`src/rtl/pinIrqPkg.sv`:
```
package pinIrqPkg;
  localparam int CH_COUNT = 2;

  typedef enum logic [1:0] {
    SENSE_LOW  = 2'b00,
    SENSE_ANY  = 2'b01,
    SENSE_FALL = 2'b10,
    SENSE_RISE = 2'b11
  } senseT;

  // strobes from control to datapath
  typedef struct packed {
    logic                maskWr;
    logic [CH_COUNT-1:0] maskData;
    logic [CH_COUNT-1:0] flagClr;
    logic [CH_COUNT-1:0] ackClr;
  } ctrlStrobeT;
endpackage

```
`src/rtl/pinIrqPath.sv`:
```
module pinIrqPath
  import pinIrqPkg::*;
#(
  parameter int ADDR_W    = 6,
  parameter int DATA_W    = 8,
  parameter int MASK_ADDR = 'h3B,
  parameter int FLAG_ADDR = 'h3A
) (
  input  logic                clk,
  input  logic                rstN,
  input  logic [CH_COUNT-1:0] pinIn,
  input  logic [2*CH_COUNT-1:0] senseCtl,
  input  ctrlStrobeT          strobe,
  input  logic [ADDR_W-1:0]   busAddr,
  output logic [DATA_W-1:0]   busRdata,
  output logic [CH_COUNT-1:0] chActive,
  output logic [CH_COUNT-1:0] maskBits
);
  localparam int LOW_BITS = DATA_W - CH_COUNT;

  logic [CH_COUNT-1:0] syncA, syncB, prevSample;
  logic [CH_COUNT-1:0] flagBits;
  logic [CH_COUNT-1:0] edgeHit;
  logic [CH_COUNT-1:0] levelMode;

  always_ff @(posedge clk or negedge rstN) begin
    if (!rstN) begin
      syncA      <= '1;
      syncB      <= '1;
      prevSample <= '1;
    end else begin
      syncA      <= pinIn;
      syncB      <= syncA;
      prevSample <= syncB;
    end
  end

  always_ff @(posedge clk or negedge rstN) begin
    if (!rstN) maskBits <= '0;
    else if (strobe.maskWr) maskBits <= strobe.maskData;
  end

  for (genvar ch = 0; ch < CH_COUNT; ch++) begin : gChan
    senseT mode;
    assign mode = senseT'(senseCtl[2*ch +: 2]);
    assign levelMode[ch] = (mode == SENSE_LOW);

    always_comb begin
      unique case (mode)
        SENSE_ANY:  edgeHit[ch] = syncB[ch] ^ prevSample[ch];
        SENSE_FALL: edgeHit[ch] = prevSample[ch] & ~syncB[ch];
        SENSE_RISE: edgeHit[ch] = ~prevSample[ch] & syncB[ch];
        default:    edgeHit[ch] = 1'b0;
      endcase
    end

    // a new event wins over a clear in the same cycle
    always_ff @(posedge clk or negedge rstN) begin
      if (!rstN) flagBits[ch] <= 1'b0;
      else if (levelMode[ch]) flagBits[ch] <= 1'b0;
      else if (edgeHit[ch]) flagBits[ch] <= 1'b1;
      else if (strobe.flagClr[ch] || strobe.ackClr[ch]) flagBits[ch] <= 1'b0;
    end

    assign chActive[ch] = levelMode[ch] ? ~syncB[ch] : flagBits[ch];
  end

  always_comb begin
    busRdata = '0;
    if (busAddr == ADDR_W'(MASK_ADDR))
      busRdata = {maskBits, {LOW_BITS{1'b0}}};
    else if (busAddr == ADDR_W'(FLAG_ADDR))
      busRdata = {flagBits, {LOW_BITS{1'b0}}};
  end
endmodule

```
`src/rtl/pinIrqCtrl.sv`:
```
module pinIrqCtrl
  import pinIrqPkg::*;
#(
  parameter int ADDR_W    = 6,
  parameter int DATA_W    = 8,
  parameter int VEC_W     = 13,
  parameter int VEC_STEP  = 2,
  parameter int MASK_ADDR = 'h3B,
  parameter int FLAG_ADDR = 'h3A
) (
  input  logic [ADDR_W-1:0]   busAddr,
  input  logic                busWe,
  input  logic [DATA_W-1:0]   busWdata,
  input  logic                globalEn,
  input  logic                irqAck,
  input  logic [CH_COUNT-1:0] chActive,
  input  logic [CH_COUNT-1:0] maskBits,
  output ctrlStrobeT          strobe,
  output logic                irqReq,
  output logic [VEC_W-1:0]    irqVector
);
  localparam int LOW_BITS = DATA_W - CH_COUNT;

  logic [CH_COUNT-1:0] pending, grant;

  assign pending = chActive & maskBits & {CH_COUNT{globalEn}};

  // lowest channel index has the lowest vector and wins
  always_comb begin
    grant     = '0;
    irqVector = '0;
    for (int ch = CH_COUNT - 1; ch >= 0; ch--) begin
      if (pending[ch]) begin
        grant     = '0;
        grant[ch] = 1'b1;
        irqVector = VEC_W'((ch + 1) * VEC_STEP);
      end
    end
  end

  assign irqReq = |pending;

  always_comb begin
    strobe.maskWr   = busWe && (busAddr == ADDR_W'(MASK_ADDR));
    strobe.maskData = busWdata[LOW_BITS +: CH_COUNT];
    strobe.flagClr  = (busWe && (busAddr == ADDR_W'(FLAG_ADDR)))
                      ? busWdata[LOW_BITS +: CH_COUNT] : '0;
    strobe.ackClr   = irqAck ? grant : '0;
  end
endmodule

```
`src/rtl/pinIrqUnit.sv`:
```
module pinIrqUnit
  import pinIrqPkg::*;
#(
  parameter int ADDR_W    = 6,
  parameter int DATA_W    = 8,
  parameter int VEC_W     = 13,
  parameter int VEC_STEP  = 2,
  parameter int MASK_ADDR = 'h3B,
  parameter int FLAG_ADDR = 'h3A
) (
  input  logic                  clk,
  input  logic                  rstN,
  input  logic [ADDR_W-1:0]     busAddr,
  input  logic                  busWe,
  input  logic [DATA_W-1:0]     busWdata,
  output logic [DATA_W-1:0]     busRdata,
  input  logic [CH_COUNT-1:0]   pinIn,
  input  logic [2*CH_COUNT-1:0] senseCtl,
  input  logic                  globalEn,
  output logic                  irqReq,
  output logic [VEC_W-1:0]      irqVector,
  input  logic                  irqAck
);
  ctrlStrobeT          strobe;
  logic [CH_COUNT-1:0] chActive, maskBits;

  pinIrqCtrl #(
    .ADDR_W(ADDR_W), .DATA_W(DATA_W), .VEC_W(VEC_W), .VEC_STEP(VEC_STEP),
    .MASK_ADDR(MASK_ADDR), .FLAG_ADDR(FLAG_ADDR)
  ) uCtrl (
    .busAddr(busAddr), .busWe(busWe), .busWdata(busWdata),
    .globalEn(globalEn), .irqAck(irqAck),
    .chActive(chActive), .maskBits(maskBits),
    .strobe(strobe), .irqReq(irqReq), .irqVector(irqVector)
  );

  pinIrqPath #(
    .ADDR_W(ADDR_W), .DATA_W(DATA_W),
    .MASK_ADDR(MASK_ADDR), .FLAG_ADDR(FLAG_ADDR)
  ) uPath (
    .clk(clk), .rstN(rstN), .pinIn(pinIn), .senseCtl(senseCtl),
    .strobe(strobe), .busAddr(busAddr), .busRdata(busRdata),
    .chActive(chActive), .maskBits(maskBits)
  );
endmodule

```
`config.mk`:
```
export PLATFORM = sky130hd
export DESIGN_NAME = pinIrqUnit
export DESIGN_NICKNAME = d
export VERILOG_FILES = /design/src/rtl/pinIrqPkg.sv /design/src/rtl/pinIrqPath.sv /design/src/rtl/pinIrqCtrl.sv /design/src/rtl/pinIrqUnit.sv
export SDC_FILE = /design/constraint.sdc
export NUM_CORES = 1
export LEC_CHECK = 0
export ABC_AREA = 1
export BUFFER_PORTS_ARGS = -buffer_cell sky130_fd_sc_hd__buf_2
export CORE_MARGIN = 2
export CORE_UTILIZATION = 41
export DETAILED_ROUTE_END_ITERATION = 10
export PLACE_DENSITY_LB_ADDON = 0.2
export SLEW_MARGIN = 20
export SYNTH_ARGS = -nofsm -noshare
export SYNTH_HDL_FRONTEND = slang
export SYNTH_SLANG_ARGS = --single-unit
```
`constraint.sdc`:
```
create_clock -name clk -period 1.35 [get_ports clk]
set_input_delay 0.405 -clock clk [delete_from_list [all_inputs] [get_ports clk]]
set_output_delay 0.405 -clock clk [all_outputs]
set_load 0.1 [all_outputs]
```
==> impl_metrics.toml <==
[critical_path]
critical_path_required_ps = 950
reg2reg_from = "uPath.prevSample[1]"
crit_path_start_kind = "flop"
worstSetupPathType = "reg2out"
setup.worst_path.start = "uPath.syncB[0]"
rrSetupSlack_ps = 100
critPathArrivalTime_ps = 1370
cp-end-kind = "output pin"
critical_path.max_fanout = 3

[timing]
min_period_ps = 1780
slew_violations = 0
finalSetupViolCount = 5
hold_viol = 0
fin_skew_ps = 10.0
fmax_mhz = 563
fin_ws_ps = -428
min_period_over_period = 1.32
rsz0062_at_grt = "true"

[floorplanning]
io_pins = 47
fp.dieArea_sq_um = 2170
die_h_um = 46.5
num_rows = 15
coreArea_sq_um = 1710
die_w_um = 46.5
initial_core_util = 0.434

[layout]
num_antenna_cells = 0
fin_nets = 164
postLayoutCellArea_sq_um = 1070
nFillCells = 162
area_delta_synth_final_pct = 44.0
drive_gt1_frac = 0.448
instances_no_fill = 159

[yosys]
ys_ff_latch = 10
synth_seq_area_share = 0.347
synth_area_sq_um = 742
synth_top_area_share = 0.212
yosysTopAreaCell = "dfstp_2"
ys_types = 18
synth.avg_cell_area_sq_um = 7.89
ys_top_cells_by_area = "dfstp_2, buf_4, dfrtp_1"
syn_inst = 94
yosys_warnings = 0

[placement]
hpwl_um = 1180
port_buffers = 23
place.gp.congestion = 0.713
postPlaceCellArea_sq_um = 1010
placed_cells = 153

[detailed_routing]
highest_layer = "met4"
ant_nets = 0
routed-wl-met2_um = 723
met3_wirelength_um = 85
drt-pass1-iter-count = 2
drtIter0Drc = 2
wl_um = 1390
drc_errors = 0
viasPerCell = 4.22
routedWlPerCell_um = 8.77
wl_met1_um = 554
num_vias = 671

[run_status]
outcome = "complete, but fails checks"
violations = "negative setup slack"

[clocking]
clockBufferDepth = 2
clkTransAtPathRegs_ps = 60
cts.sinks = 10
cts_tree = "yes"
numCtsBuffers = 3
clock_latency_ps = 260
cts_max_level = 1
cts_root_buffer = "clkbuf_4"

[run]
drv_cap = 0

[grt]
grt_max_degree = 11
grt.overflow.total = 0
grt_util_all_layers = 0.154
grt_pass1_vias = 612
antenna_found_initial = 0
grt_pass1_wl_um = 2290

[power]
vdd_drop_max_uv = 746
p_leak_nw = 0.573
powerDensity_nw_per_um2 = 1060

[hold_path]
timing.hold.worst.start = "pinIn[1]"
hp-class = "in2reg"
cells by family after synthesis:
family,Yosys count,synth area share
simple gates,34,0.241
other cells,1,0.00505
flops,10,0.347
buf+inv,34,0.258
fa+ha+maj,4,0.0675
compound gates,11,0.0809
per-stage QoR:
stage          worst slack, ps  total power, mW  hold WS [ps]  utilization  setup TNS (ps)
4_1_cts                   -439             1.14           236        0.621           -1770
2_1_floorplan             -844            0.784           109            -           -2680
5_1_grt                   -512             1.20           228        0.626           -2110
3_5_place_dp              -344            0.917           270        0.590           -1480
3_3_place_gp              -315            0.908           273        0.590           -1400
6_report                  -428             1.13           246        0.626           -1720
where the power goes:
part           internal [mW]  switching (mW)  leakage (nW)  total (mW)
Sequential             0.337          0.0156         0.107       0.353
Combinational          0.154           0.417         0.452       0.570
Clock                  0.114          0.0948        0.0150       0.209
Total                  0.605           0.527         0.573        1.13
Yosys cell counts:
library cell	n
dfrtp_1	4
dfstp_2	6
nand2_2	2
o22ai_1	1
nor2_4	3
inv_1	17
o21ai_1	1
a21oi_2	1
nand4_1	2
nor2_1	3
nand3_4	1
buf_4	17
a21oi_1	2
nand2_1	19
conb_1	1
nand3_1	4
o21ai_0	6
ha_1	4
layer usage:
metal | vias up | track usage
met5 | - | 0
met2 | 30 | 0.272
met3 | 5 | 0.0235
li1 | 336 | -
met4 | 0 | 0.0914
met1 | 300 | 0.172
flip-flops by register name, summed over array words and instances, names as in the netlist:
signal / count
uPath.prevSample: 2
uPath.flagBits: 2
uPath.syncA: 2
uPath.syncB: 2
uPath.maskBits: 2
layout make-up:
type | instances | area [sq um] | area share
Multi-Input combinational cell | 66 | 385 | 0.361
Sequential cell | 10 | 258 | 0.241
Timing Repair Buffer | 37 | 304 | 0.285
Tap cell | 25 | 31.3 | 0.0293
Clock buffer | 4 | 26.3 | 0.0246
Inverter | 17 | 63.8 | 0.0597
placed cells by master, fill, tap and decap left out, types with 5 or more instances in the layout:
master	instances
nand2_1	18
buf_2	17
inv_1	13
conb_1	17
buf_4	13
buf_12	5
dfstp_2	6
repair_timing:
| item | 4_1_cts | 5_1_grt |
|---|---|---|
| pin swaps | 1 | 3 |
| hold buffers | 1 | 0 |
| buffers inserted | 0 | 1 |
| hold endpoints to repair | 4 | 0 |
| endpoints found under the setup margin | 5 | 5 |
| gates resized for setup | 7 | 0 |
final timing paths:
path	to	cells past startpoint
setup / recovery	irqVector[2]	7
hold / removal	uPath.syncA[1]	1
setup reg to reg	uPath.flagBits[1]	5
hold reg to reg	uPath.syncB[1]	0
max in group asynchronous	uPath.prevSample[1]	2
min in group asynchronous	uPath.flagBits[0]	2
critical path: stages, from the launching register on:
cell and delay, ps:
dfstp_2 540, inv_2 40, nand2_1 50, nand2_1 60
nand2_2 90, inv_2 60, nor2_4 100, buf_12 180
Power figures use the tool's default switching activity.
